==> src/rtl/cursor_pkg.sv <==
package cursor_pkg;
  localparam int CUR_DIM = 16;
  localparam int CUR_IDX_W = $clog2(CUR_DIM);
  localparam int SLOT_BYTES = 16;

  typedef enum logic [2:0] {
    SEL_CTRL = 3'd0,
    SEL_POSX = 3'd1,
    SEL_POSY = 3'd2,
    SEL_FG   = 3'd3,
    SEL_BG   = 3'd4
  } reg_sel_e;
endpackage

==> src/rtl/cursor_ctrl_regs.sv <==
module cursor_ctrl_regs
  import cursor_pkg::*;
#(
  parameter int COLOR_W = 24,
  parameter int COORD_W = 12
) (
  input  logic               clk,
  input  logic               rst_n,
  input  logic               reg_we,
  input  logic [2:0]         reg_sel,
  input  logic [COLOR_W-1:0] reg_wdata,
  input  logic               frame_sync,
  output logic               en,
  output logic [COLOR_W-1:0] fg,
  output logic [COLOR_W-1:0] bg,
  output logic [COORD_W-1:0] pos_x,
  output logic [COORD_W-1:0] pos_y
);
  logic               en_q, en_d;
  logic [COLOR_W-1:0] fg_q, fg_d, bg_q, bg_d;
  logic [COORD_W-1:0] stg_x_q, stg_x_d, stg_y_q, stg_y_d;
  logic [COORD_W-1:0] act_x_q, act_x_d, act_y_q, act_y_d;

  always_comb begin
    en_d    = en_q;
    fg_d    = fg_q;
    bg_d    = bg_q;
    stg_x_d = stg_x_q;
    stg_y_d = stg_y_q;
    if (reg_we) begin
      case (reg_sel)
        SEL_CTRL: en_d    = reg_wdata[0];
        SEL_POSX: stg_x_d = reg_wdata[COORD_W-1:0];
        SEL_POSY: stg_y_d = reg_wdata[COORD_W-1:0];
        SEL_FG:   fg_d    = reg_wdata;
        SEL_BG:   bg_d    = reg_wdata;
        default:  ;
      endcase
    end
    act_x_d = frame_sync ? stg_x_d : act_x_q;
    act_y_d = frame_sync ? stg_y_d : act_y_q;
  end

  always_ff @(posedge clk or negedge rst_n) begin
    if (!rst_n) begin
      en_q    <= 1'b0;
      fg_q    <= {COLOR_W{1'b1}};
      bg_q    <= '0;
      stg_x_q <= '0;
      stg_y_q <= '0;
      act_x_q <= '0;
      act_y_q <= '0;
    end else begin
      en_q    <= en_d;
      fg_q    <= fg_d;
      bg_q    <= bg_d;
      stg_x_q <= stg_x_d;
      stg_y_q <= stg_y_d;
      act_x_q <= act_x_d;
      act_y_q <= act_y_d;
    end
  end

  assign en    = en_q;
  assign fg    = fg_q;
  assign bg    = bg_q;
  assign pos_x = act_x_q;
  assign pos_y = act_y_q;

  // active position only moves on a frame-sync cycle
  a_r7_pos_hold: assert property (@(posedge clk) disable iff (!rst_n)
    !frame_sync |=> ($stable(act_x_q) && $stable(act_y_q)));
  // a sync with no coincident write transfers the staged x value
  a_r7_pos_load: assert property (@(posedge clk) disable iff (!rst_n)
    (frame_sync && !(reg_we && reg_sel == SEL_POSX)) |=> act_x_q == $past(stg_x_q));
  // foreground write lands in the next cycle
  a_r8_fg_write: assert property (@(posedge clk) disable iff (!rst_n)
    (reg_we && reg_sel == SEL_FG) |=> fg_q == $past(reg_wdata));
endmodule

==> src/rtl/cursor_shape_store.sv <==
module cursor_shape_store
  import cursor_pkg::*;
(
  input  logic                 clk,
  input  logic                 rst_n,
  input  logic                 shp_we,
  input  logic [7:0]           shp_addr,
  input  logic [7:0]           shp_wdata,
  input  logic [CUR_IDX_W-1:0] rd_row,
  output logic [CUR_DIM-1:0]   rd_color,
  output logic [CUR_DIM-1:0]   rd_own
);
  logic [CUR_DIM-1:0] color_q [CUR_DIM];
  logic [CUR_DIM-1:0] own_q   [CUR_DIM];

  logic [3:0] wr_off;
  assign wr_off = shp_addr[3:0];

  for (genvar r = 0; r < CUR_DIM; r++) begin : g_row
    logic               row_hit;
    logic [CUR_DIM-1:0] color_d, own_d;
    logic               row_ce;

    assign row_hit = shp_we && (shp_addr[7:4] == CUR_IDX_W'(r));

    always_comb begin
      color_d = color_q[r];
      own_d   = own_q[r];
      row_ce  = 1'b0;
      if (row_hit) begin
        case (wr_off)
          4'd0: begin color_d[15:8] = shp_wdata; row_ce = 1'b1; end
          4'd1: begin color_d[7:0]  = shp_wdata; row_ce = 1'b1; end
          4'd8: begin own_d[15:8]   = shp_wdata; row_ce = 1'b1; end
          4'd9: begin own_d[7:0]    = shp_wdata; row_ce = 1'b1; end
          default: ;
        endcase
      end
    end

    always_ff @(posedge clk or negedge rst_n) begin
      if (!rst_n) begin
        color_q[r] <= '0;
        own_q[r]   <= '0;
      end else if (row_ce) begin
        color_q[r] <= color_d;
        own_q[r]   <= own_d;
      end
    end

    // a write to an unmapped offset leaves the row unchanged
    a_r3_unmapped_ignored: assert property (@(posedge clk) disable iff (!rst_n)
      (row_hit && wr_off != 4'd0 && wr_off != 4'd1 && wr_off != 4'd8 && wr_off != 4'd9)
      |=> ($stable(color_q[r]) && $stable(own_q[r])));
  end

  assign rd_color = color_q[rd_row];
  assign rd_own   = own_q[rd_row];
endmodule

==> src/rtl/cursor_blend.sv <==
module cursor_blend #(
  parameter int COLOR_W = 24
) (
  input  logic               clk,
  input  logic               rst_n,
  input  logic               show,
  input  logic               own_bit,
  input  logic               color_bit,
  input  logic [COLOR_W-1:0] pix_in,
  input  logic [COLOR_W-1:0] fg,
  input  logic [COLOR_W-1:0] bg,
  output logic [COLOR_W-1:0] pix_out
);
  logic [COLOR_W-1:0] mix_d, out_q;

  always_comb begin
    mix_d = pix_in;
    if (show) begin
      case ({own_bit, color_bit})
        2'b00: mix_d = pix_in;
        2'b01: mix_d = ~pix_in;
        2'b10: mix_d = bg;
        2'b11: mix_d = fg;
        default: mix_d = pix_in;
      endcase
    end
  end

  always_ff @(posedge clk or negedge rst_n) begin
    if (!rst_n) out_q <= '0;
    else        out_q <= mix_d;
  end

  assign pix_out = out_q;

  // invert case yields the inverse of the previous input pixel
  a_r5_invert: assert property (@(posedge clk) disable iff (!rst_n)
    (show && !own_bit && color_bit) |=> pix_out == ~$past(pix_in));
  // pixels outside the window pass through one cycle later
  a_r6_outside_pass: assert property (@(posedge clk) disable iff (!rst_n)
    !show |=> pix_out == $past(pix_in));
endmodule

==> src/rtl/cursor_overlay.sv <==
module cursor_overlay
  import cursor_pkg::*;
#(
  parameter int COLOR_W = 24,
  parameter int COORD_W = 12
) (
  input  logic               clk,
  input  logic               rst_n,
  input  logic               reg_we,
  input  logic [2:0]         reg_sel,
  input  logic [COLOR_W-1:0] reg_wdata,
  input  logic               shp_we,
  input  logic [7:0]         shp_addr,
  input  logic [7:0]         shp_wdata,
  input  logic               frame_sync,
  input  logic [COORD_W-1:0] beam_x,
  input  logic [COORD_W-1:0] beam_y,
  input  logic [COLOR_W-1:0] pix_in,
  output logic [COLOR_W-1:0] pix_out
);
  localparam int DW = COORD_W + 1;

  logic               en;
  logic [COLOR_W-1:0] fg, bg;
  logic [COORD_W-1:0] pos_x, pos_y;
  logic [DW-1:0]      dx, dy;
  logic               in_x, in_y, show;
  logic [CUR_DIM-1:0] row_color, row_own;
  logic [CUR_IDX_W-1:0] col, row, bit_idx;

  cursor_ctrl_regs #(.COLOR_W(COLOR_W), .COORD_W(COORD_W)) u_regs (
    .clk(clk), .rst_n(rst_n), .reg_we(reg_we), .reg_sel(reg_sel),
    .reg_wdata(reg_wdata), .frame_sync(frame_sync), .en(en), .fg(fg),
    .bg(bg), .pos_x(pos_x), .pos_y(pos_y)
  );

  assign dx   = {1'b0, beam_x} - {1'b0, pos_x};
  assign dy   = {1'b0, beam_y} - {1'b0, pos_y};
  assign in_x = (dx[DW-1:CUR_IDX_W] == '0);
  assign in_y = (dy[DW-1:CUR_IDX_W] == '0);
  assign col  = dx[CUR_IDX_W-1:0];
  assign row  = dy[CUR_IDX_W-1:0];
  assign show = en && in_x && in_y;
  assign bit_idx = ~col;

  cursor_shape_store u_store (
    .clk(clk), .rst_n(rst_n), .shp_we(shp_we), .shp_addr(shp_addr),
    .shp_wdata(shp_wdata), .rd_row(row), .rd_color(row_color), .rd_own(row_own)
  );

  cursor_blend #(.COLOR_W(COLOR_W)) u_blend (
    .clk(clk), .rst_n(rst_n), .show(show), .own_bit(row_own[bit_idx]),
    .color_bit(row_color[bit_idx]), .pix_in(pix_in), .fg(fg), .bg(bg),
    .pix_out(pix_out)
  );

  // a disabled cursor never alters the pixel
  a_r2_disabled_pass: assert property (@(posedge clk) disable iff (!rst_n)
    !en |=> pix_out == $past(pix_in));
  // control write of 0 hides the cursor from the following cycle
  a_r9_hide: assert property (@(posedge clk) disable iff (!rst_n)
    (reg_we && reg_sel == SEL_CTRL && !reg_wdata[0]) |=> !en);
endmodule

==> config.mk <==
export PLATFORM = sky130hd
export DESIGN_NAME = cursor_overlay
export DESIGN_NICKNAME = d
export VERILOG_FILES = /design/src/rtl/cursor_pkg.sv /design/src/rtl/cursor_ctrl_regs.sv /design/src/rtl/cursor_shape_store.sv /design/src/rtl/cursor_blend.sv /design/src/rtl/cursor_overlay.sv
export SDC_FILE = /design/constraint.sdc
export NUM_CORES = 1
export LEC_CHECK = 0
export ABC_CLOCK_PERIOD_IN_PS = 6650
export BUFFER_PORTS_ARGS = -buffer_cell sky130_fd_sc_hd__buf_2
export CORE_MARGIN = 2
export CORE_UTILIZATION = 60
export CTS_CLUSTER_DIAMETER = 120
export DETAILED_ROUTE_END_ITERATION = 6
export PLACE_DENSITY = 0.78
export SYNTH_ARGS = -nofsm -noshare
export SYNTH_HDL_FRONTEND = slang
export SYNTH_SLANG_ARGS = --single-unit
==> constraint.sdc <==
create_clock -name clk -period 6.65 [get_ports clk]
set_input_delay 0.665 -clock clk [delete_from_list [all_inputs] [get_ports clk]]
set_output_delay 0.665 -clock clk [all_outputs]
set_load 0.01 [all_outputs]
# Word level (Yosys, flattened, before mapping)
# Cells that the tools add are included.
[totals]
n_memories = 0
ram_bits = 0
latch_bits = 0
register_bits = 633
wordCells = 229
mem_bits_ro = 0
out_inout_bits = 24
[op_classes]
n_eq_ne = 25
addsub = 2
shifts = 0
mul = 0
n_reduce_logical = 92
n_mux = 33
bitwise_logic = 3
div_mod_pow = 0
magnitude_cmp = 2
[ops]
columns = ["op", "n"]
rows = [
  ["3-bit AND reduction", 64],
  ["16-bit binary-select mux with 4-bit select", 2],
  ["24-bit case mux with 4 select lines", 1],
  ["16-bit two-way mux", 4],
  ["12-bit two-way mux", 4],
  ["4-bit == test, second input constant", 10],
  ["12-bit by 12-bit subtractor with 13-bit output", 2],
  ["24-bit two-way mux", 1],
  ["24-bit NOT", 1],
  ["1-bit two-way mux", 19],
  ["1-bit logical AND", 18],
  ["9-bit zero test", 2],
  ["4-bit by 3-bit == test with 1-bit output, second input constant", 4],
  ["1-bit binary-select mux with 4-bit select", 2],
  ["4-bit by 1-bit == test with 1-bit output, second input constant", 2],
  ["4-bit by 2-bit == test with 1-bit output, second input constant", 2],
  ["4-bit zero test", 2],
  ["3-bit by 2-bit == test with 1-bit output, second input constant", 2],
  ["2-bit AND reduction", 3],
  ["5-bit >= comparator, second input constant", 1],
  ["4-bit by 5-bit less-than comparator with 1-bit output, second input constant", 1],
  ["4-bit NOT with 5-bit output", 1],
  ["2-bit == test, second input constant", 2],
  ["4-bit NOT", 1],
  ["other kinds (6)", 6],
]

# Longest topological paths before layout
# Gate-level depths: netlist of run 1.
[depth]
ltp_word = 10
ltp_mapped = 19
ltp_nobuf = 13

# Hierarchy
# Synthesis of run 1 repeated with hierarchy kept, for this count alone.
[hier_totals]
hier_cells = 2015
hier_area_um2 = 30281.5
[modules_own_cells]
columns = ["module", "seq_area_each_um2", "area_each_um2", "n_inst", "cells_per_inst"]
rows = [
  ["cursor_shape_store", 12812.3, 23404.9, 1, 1466],
  ["cursor_ctrl_regs", 2457.4, 3826.2, 1, 209],
  ["cursor_overlay", 0.0, 1582.8, 1, 202],
  ["cursor_blend", 600.6, 1467.7, 1, 138],
]

# Least setup slack after synthesis of run 1
# Ideal clock, no wire load.
[synth_timing]
path_type = "in2reg"
startpoint = "input beam_y[0]"
endpoint = "register u_blend.out_q[10] (netlist: u_blend.pix_out[10])"
setup_slack_ns = 2.337
t_required_ns = 6.570
t_arrival_ns = 4.233
path_stages = 15
path_buffers = 4
path_cell_list = "inv_1 ha_1 fa_1 xnor2_1 buf_6 buf_6 mux4_2 mux4_2 nor4b_1 a211oi_1 a21bo_1 buf_6 o21a_4 buf_6 o211ai_2"
[synth_between]
elab_chain_cells = 10
word_cells_on_any_way = 20
classes_between = "add/sub (1); eq/ne (3); mux (12); bitwise (1); reduce/logical (3)"
[synth_rtl]
columns = ["element", "line", "text"]
rows = [
  ["start: declaration", "cursor_overlay.sv:17", "input logic [COORD_W-1:0] beam_y,"],
  ["12-bit by 12-bit subtractor with 13-bit output *", "cursor_overlay.sv:38", "assign dy = {1'b0, beam_y} - {1'b0, pos_y};"],
  ["4-bit NOT with 5-bit output (implied by the code)", "cursor_shape_store.sv:57, cursor_shape_store.sv:58", ""],
  ["16-bit binary-select mux with 4-bit select, on equally long branches", "cursor_shape_store.sv:57, cursor_shape_store.sv:58", ""],
  ["16-bit two-way mux, on equally long branches (2 in a row)", "cursor_shape_store.sv:57, cursor_shape_store.sv:58", ""],
  ["1-bit binary-select mux with 4-bit select, on equally long branches", "cursor_overlay.sv:53, cursor_overlay.sv:52", ""],
  ["1-bit two-way mux, on equally long branches", "cursor_overlay.sv:53, cursor_overlay.sv:52", ""],
  ["2-bit == test, or another cell as far along", "cursor_blend.sv:19", "case ({own_bit, color_bit})"],
  ["24-bit case mux with 4 select lines", "cursor_blend.sv:19", ""],
  ["24-bit two-way mux *", "cursor_blend.sv:18", "if (show) begin"],
  ["named net u_blend.mix_d[10]", "cursor_blend.sv:14", "logic [COLOR_W-1:0] mix_d, out_q;"],
  ["end signal: assignment", "cursor_blend.sv:31", "else out_q <= mix_d;"],
  ["end: declaration", "cursor_blend.sv:14", ""],
]
# Mark *: on every way through the listed nets, which the timed path passes. The rest lies on a longest branch. The select of a mux whose other input is x is not followed.
# A chain may end at the register's enable or synchronous reset.

# Worst setup path in the final report of run 1
[layout_timing]
startpoint = "register u_regs.act_y_q[0] (netlist: u_regs.pos_y[0])"
endpoint = "register u_blend.out_q[0] (netlist: u_blend.pix_out[0])"
[layout_between]
elab_chain_cells = 10
word_cells_on_any_way = 20
classes_between = "add/sub (1); eq/ne (3); mux (12); bitwise (1); reduce/logical (3)"
[layout_rtl]
columns = ["element", "line", "text"]
rows = [
  ["start: declaration", "cursor_ctrl_regs.sv:22", "logic [COORD_W-1:0] act_x_q, act_x_d, act_y_q, act_y_d;"],
  ["start signal: assignment", "cursor_ctrl_regs.sv:60", "act_y_q <= act_y_d;"],
  ["12-bit by 12-bit subtractor with 13-bit output *", "cursor_overlay.sv:38", ""],
  ["4-bit NOT with 5-bit output (implied by the code)", "cursor_shape_store.sv:57, cursor_shape_store.sv:58", ""],
  ["16-bit binary-select mux with 4-bit select, on equally long branches", "cursor_shape_store.sv:57, cursor_shape_store.sv:58", ""],
  ["16-bit two-way mux, on equally long branches (2 in a row)", "cursor_shape_store.sv:57, cursor_shape_store.sv:58", ""],
  ["1-bit binary-select mux with 4-bit select, on equally long branches", "cursor_overlay.sv:53, cursor_overlay.sv:52", ""],
  ["1-bit two-way mux, on equally long branches", "cursor_overlay.sv:53, cursor_overlay.sv:52", ""],
  ["2-bit == test, or another cell as far along", "cursor_blend.sv:19", ""],
  ["24-bit case mux with 4 select lines", "cursor_blend.sv:19", ""],
  ["24-bit two-way mux *", "cursor_blend.sv:18", ""],
  ["named net u_blend.mix_d[0]", "cursor_blend.sv:14", ""],
]
# Marked as above.

==> results of run 1 <==
==> metal layers <==
layer	up-vias	global-route usage, %	share of wire [%]
met5	-	0	0.032
met3	166	5.39	6.1
met1	9906	38.2	41
li1	8055	-	-
met2	731	47.3	50
met4	4	9.48	3.0
==> layout make-up <==
class | count | share of cell area, %
Tap cell | 672 | 2.51
Clock inverter | 22 | 0.657
Antenna cell | 1 | 0.00746
Multi-Input combinational cell | 1280 | 40.2
Sequential cell | 633 | 47.3
Clock buffer | 93 | 5.81
Inverter | 58 | 0.649
Timing Repair Buffer | 156 | 2.82
==> registers in the layout (all words and copies together), names as in the netlist, 12 cells and up <==
register and count:
u_blend.pix_out 24, u_regs.bg 24, u_regs.fg 24, u_regs.pos_x 12, u_regs.pos_y 12, u_regs.stg_x_q 12, u_regs.stg_y_q 12, u_store.color_q 256
u_store.own_q 256
==> Yosys cell counts, types with 5 or more instances <==
library cell,count,share of area (%)
and4_1,25,0.73
a31oi_1,34,0.71
buf_6,8,0.30
o211ai_1,6,0.15
a21oi_1,19,0.32
nor3_1,10,0.17
o21a_1,5,0.12
o211ai_2,20,0.83
inv_1,58,0.72
xnor2_1,6,0.17
nor2_1,42,0.52
buf_4,7,0.17
xor2_1,6,0.17
dfrtp_1,609,51
o21ai_0,34,0.56
o221ai_1,24,0.70
nand2_1,143,1.8
ha_1,25,1.0
dfstp_2,24,2.1
mux4_2,137,10
mux2i_1,24,0.80
nand3_1,18,0.30
buf_1,12,0.15
buf_2,28,0.47
nor2b_1,8,0.17
clkbuf_1,91,1.1
nand4_1,33,0.69
mux2_2,590,22
==> where the power goes <==
part           total (mW)  switching, mW  internal (mW)
Sequential           4.16         0.0889           4.07
Combinational        2.27           1.41          0.854
Clock                3.71           1.51           2.19
Total                10.1           3.02           7.12
==> cells by family (layout without fill, tap and decap cells) <==
family	count (synthesis)	in the layout	share of synthesized area, %
muxes	752	752	33.2
DFF	633	633	52.7
and+or+nand+nor	310	310	5.16
buffers and inverters	204	329	2.94
AOI/OAI and AO/OA	178	178	4.45
adders and majority gates	27	27	1.17
xor gates and xnor gates	13	13	0.403
other	0	1	0
==> final timing paths <==
| kind | start | to | slack (ns) |
|---|---|---|---|
| setup / recovery | u_regs.pos_y[0] | u_blend.pix_out[0] | 1.38 |
| hold / removal | rst_n | u_regs.bg[20] | 0.14 |
| setup reg to reg | u_regs.pos_y[0] | u_blend.pix_out[0] | 1.38 |
| hold reg to reg | u_regs.stg_y_q[10] | u_regs.stg_y_q[10] | 0.50 |
| max in group asynchronous | rst_n | u_regs.stg_y_q[5] | 4.99 |
| min in group clk | reg_wdata[12] | u_regs.bg[12] | 0.33 |
==> through the flow <==
stage                     hold WS (ns)  instances
final                            0.143       2915
after global routing             0.206       2914
after CTS                        0.181       2914
after detailed placement         0.485       2799
after global placement           0.478       2799
after floorplan                  0.369       2117
==> flow_summary.toml, run 1 <==
[clocking]
clock_latency_ns = 0.60
cts_setup_buffers = 0
clock_path_buffers = 3
holdBufCountCts = 0
cts_tree = "yes"
cts_sinks = 633
cts-root-buf = "clkbuf_16"
cts_buffers = 66
htreeDepth = 3
clkTransAtPathRegs_ns = 0.06
ctsResizeCount = 0

[power]
p_leak_nw = 16.0
power_mw = 10.1
cellPowerDensity_nw_per_um2 = 302
ir_drop_mv = 0.314

[floorplanning]
die_w_um = 228
initial_utilization_pct = 60.4
design.core.area_um2 = 49900
dieArea_um2 = 52000
fp.dieH_um = 228
fp-row-count = 82
ioPinCount = 120

[routing]
drtIter0Drc = 1808
via_count = 18900
drt-pass1-iter-count = 5
drt_wl_total_um = 72300
viasPerCell = 6.47
postRouteAntennaNets = 0
drcViolationCount = 0
wl_per_cell_um = 24.8

[timing]
setup_slack_ns = 1.38
fmax_mhz = 190
rsz0062_at_grt = "no"
relSlewSlack_pct = 15.3
clock_skew_ns = 0.0260
hold_viol_final = 0
slew_violations = 0
fin_setup_tns_ns = 0
layout_min_cycle_time_ns = 5.27
setup_viol_count_final = 0
tightest_slew_ns = 1.27
fin_crit_sh_pct = 79.2

[global_route]
grt.total_usage_pct = 28.5
grt_overflow = 0
grt_max_degree = 175
grt_pass1_wl_um = 115000
antenna_found_initial = 4
grt_pass1_vias = 20000

[synthesis]
synthesis.area_per_instance_um2 = 14.2
syn_inst = 2117
synth_ff_type = "dfrtp_1"
ys_seq_area_share_pct = 52.7
syn-num-nets = 2240
async_reset_ff_share_pct = 100
synth_cell_type_count = 69
synth_edf_count = 0
yosys_warnings = 0
syn_area_um2 = 30100
ys_ff_latch = 633

[placement]
dpl.hpwl_um = 45200
place_area_um2 = 31400
dp_slack_ns = 1.06
io_buffer_count = 119
gp_congestion = 0.827

[final_layout]
syn_to_final_growth_pct = 11.3
regArea_um2 = 15900
multiInputGateArea_um2 = 13500
layout_commonest_cell = "dfrtp_1"
num-fill-cells = 3528
finalInstanceArea_um2 = 33500
layout_common_cells = "609 x dfrtp_1, 590 x mux2_2, 143 x nand2_1"
nets = 2318
drive_above_1_share_pct = 46.8
post-route-util_pct = 67.2

[status]
outcome = "complete, no violations"

[critical_path]
crit_required_ns = 7.14
criticalPathCategory = "reg -> reg"
path_depth = 11
max_stage_delay_ns = 1.47
worst_setup_path_end_kind = "flop"
path_delay_family = "adder cells"
crit_path_cell_trace = "ha_1 -> fa_4 -> buf_4 -> mux4_2 -> mux4_2 -> nor2_1 -> a41oi_1 -> a211oi_2 -> a21bo_1 -> o21a_4 -> o211ai_1"
crit_path_top_delay_cell = "fa_4"
ff2ff_path_depth = 11
critical_path.most_common_cell = "mux4_2"
timing.critical_path.buf_inv = 1
start_kind = "flop"
arrival_ns = 5.75
critical_path.max_fanout = 61

[flow_run]
drv_cap = 0

[hold_path]
hold_class = "in -> async"
Power figures use the tool's default switching activity.
==> run 2, diff against run 1 <==
- ABC_CLOCK_PERIOD_IN_PS: 6650 -> 4560
- CORE_UTILIZATION: 60 -> 56
- PLACE_DENSITY: 0.78 -> 0.76
- clock period: 6.65 -> 4.56 ns (I/O delays scaled with it)
==> run 2 against run 1 <==
  * Hold slack got worse by 0.028 ns
  * Global-route usage decreased by 1.7 points
  * Utilization decreased by 3.9 points
  * Final cell count increased by 2.0%
  * First-iteration DRC count decreased by 20%
  * Combinational power increased by 55%
  * Critical path type unchanged
  * Highest routed layer unchanged
==> flow_summary.toml, run 2 (synthesized netlist as in run 1, its figures left out) <==
[clocking]
cts_setup_buffers = 0
htreeDepth = 3
cts_tree = "yes"
clock_latency_ns = 0.61
clkTransAtPathRegs_ns = 0.06
cts-root-buf = "clkbuf_16"
cts_sinks = 633
cts_buffers = 67
clock_path_buffers = 3

[final_layout]
num-fill-cells = 3834
finalInstanceArea_um2 = 33900
layout_commonest_cell = "dfrtp_1"
top_regs = "u_store.color_q x256, u_store.own_q x256"
syn_to_final_growth_pct = 12.5
nets = 2350
layout_common_cells = "609 x dfrtp_1, 590 x mux2_2, 143 x nand2_1"
drive_above_1_share_pct = 47.4

[routing]
drtIter0Drc = 1439
viasPerCell = 6.42
drcViolationCount = 0
wl_per_cell_um = 24.6
drt-pass1-iter-count = 6
via_count = 19100
drt_wl_total_um = 73200
postRouteAntennaNets = 0

[critical_path]
r2r-start = "u_regs.pos_y[0]"
start_kind = "flop"
critical_path.max_fanout = 16
r2r_slack_ns = 0.11
worst_setup_path_end_kind = "flop"
timing.rr.end = "u_blend.pix_out[7]"
criticalPathCategory = "reg -> reg"
crit_required_ns = 5.07
arrival_ns = 4.95
ff2ff_path_depth = 13

[timing]
relSlewSlack_pct = 17.3
fmax_mhz = 225
tightest_slew_ns = 1.24
clock_skew_ns = 0.0263
layout_min_cycle_time_ns = 4.45
fin_crit_sh_pct = 97.5
fin_setup_tns_ns = 0
hold_viol_final = 0
setup_viol_count_final = 0
rsz0062_at_grt = "no"
slew_violations = 0

[power]
ir_drop_mv = 0.251
cellPowerDensity_nw_per_um2 = 441
power_mw = 14.9
p_leak_nw = 16.2

[global_route]
grt.total_usage_pct = 26.8
grt_overflow = 0
grt_pass1_vias = 20300
grt_max_degree = 153
antenna_found_initial = 5
grt_pass1_wl_um = 116000

[floorplanning]
initial_utilization_pct = 56.3
dieArea_um2 = 55700
ioPinCount = 120
fp.dieH_um = 236
die_w_um = 236
design.core.area_um2 = 53500
fp-row-count = 85

[hold_path]
hold_class = "in -> reg"
hp-start = "reg_wdata[21]"
hold_path_end = "u_regs.bg[21]"
hold_path_depth = 2

[placement]
place_area_um2 = 31700
dpl.hpwl_um = 46700
io_buffer_count = 119
gp_congestion = 0.880

[flow_run]
drv_cap = 0

[status]
outcome = "complete, no violations"
## run 2: worst max path at each step
stage | from | endpoint
floorplan | beam_y[0] | u_blend.pix_out[10]
CTS | u_regs.pos_y[0] | u_blend.pix_out[23]
finish | u_regs.pos_y[0] | u_blend.pix_out[7]
detailed placement | beam_y[0] | u_blend.pix_out[2]
global route | u_regs.pos_y[0] | u_blend.pix_out[13]
global placement | beam_y[0] | u_blend.pix_out[0]
## run 2: power breakdown
group          internal, mW  leakage [nW]  switching, mW
sequential             5.94          8.54          0.134
combinational          1.43          6.57           2.10
clock                  3.13          1.05           2.20
total                  10.5          16.2           4.43
## run 2: critical path, stage by stage (launching register included)
cell,delay (ns)
dfrtp_1,0.45
ha_1,0.25
fa_4,0.46
xnor2_2,0.22
buf_12,0.23
buf_12,0.16
mux4_2,0.50
mux4_2,0.49
nor2_1,0.15
a41oi_1,0.08
a211oi_2,0.41
a21bo_2,0.35
o21a_2,0.38
o211ai_2,0.21
## run 2: area by class of cell
class                           instances  area (um^2)  area share, %
Antenna cell                            2         5.00         0.0148
Clock buffer                           97         1980           5.85
Clock inverter                         19          165          0.487
Inverter                               58          218          0.642
Multi-Input combinational cell       1281        13500           39.8
Sequential cell                       633        15900           46.8
Tap cell                              696          871           2.57
Timing Repair Buffer                  186         1300           3.83
## run 2: per-layer routing
layer	track usage, %	up-vias	routed length (um)	part of all wire [%]
met2	44.5	685	36100	49
met1	34.8	10100	29900	41
met4	11.0	6	2840	3.9
met5	0	-	34	0.046
met3	5.27	198	4360	6.0
li1	-	8128	-	-
## run 2: what timing repair did
item	4_1_cts	5_1_grt
gates resized for setup	0	2
hold buffers	1	0
endpoints found under the setup margin	0	24
hold endpoints to repair	76	0
## run 2: through the flow
step	hold slack [ns]	setup slack, ns	std cells	util (%)
3_5_place_dp	0.485	0.00437	2852	59.3
6_report	0.115	0.114	2972	63.3
4_1_cts	0.0896	0.0810	2969	63.3
3_3_place_gp	0.479	0.0526	2852	59.3
2_1_floorplan	0.160	0.456	2117	-
5_1_grt	0.0969	0.0112	2971	63.3
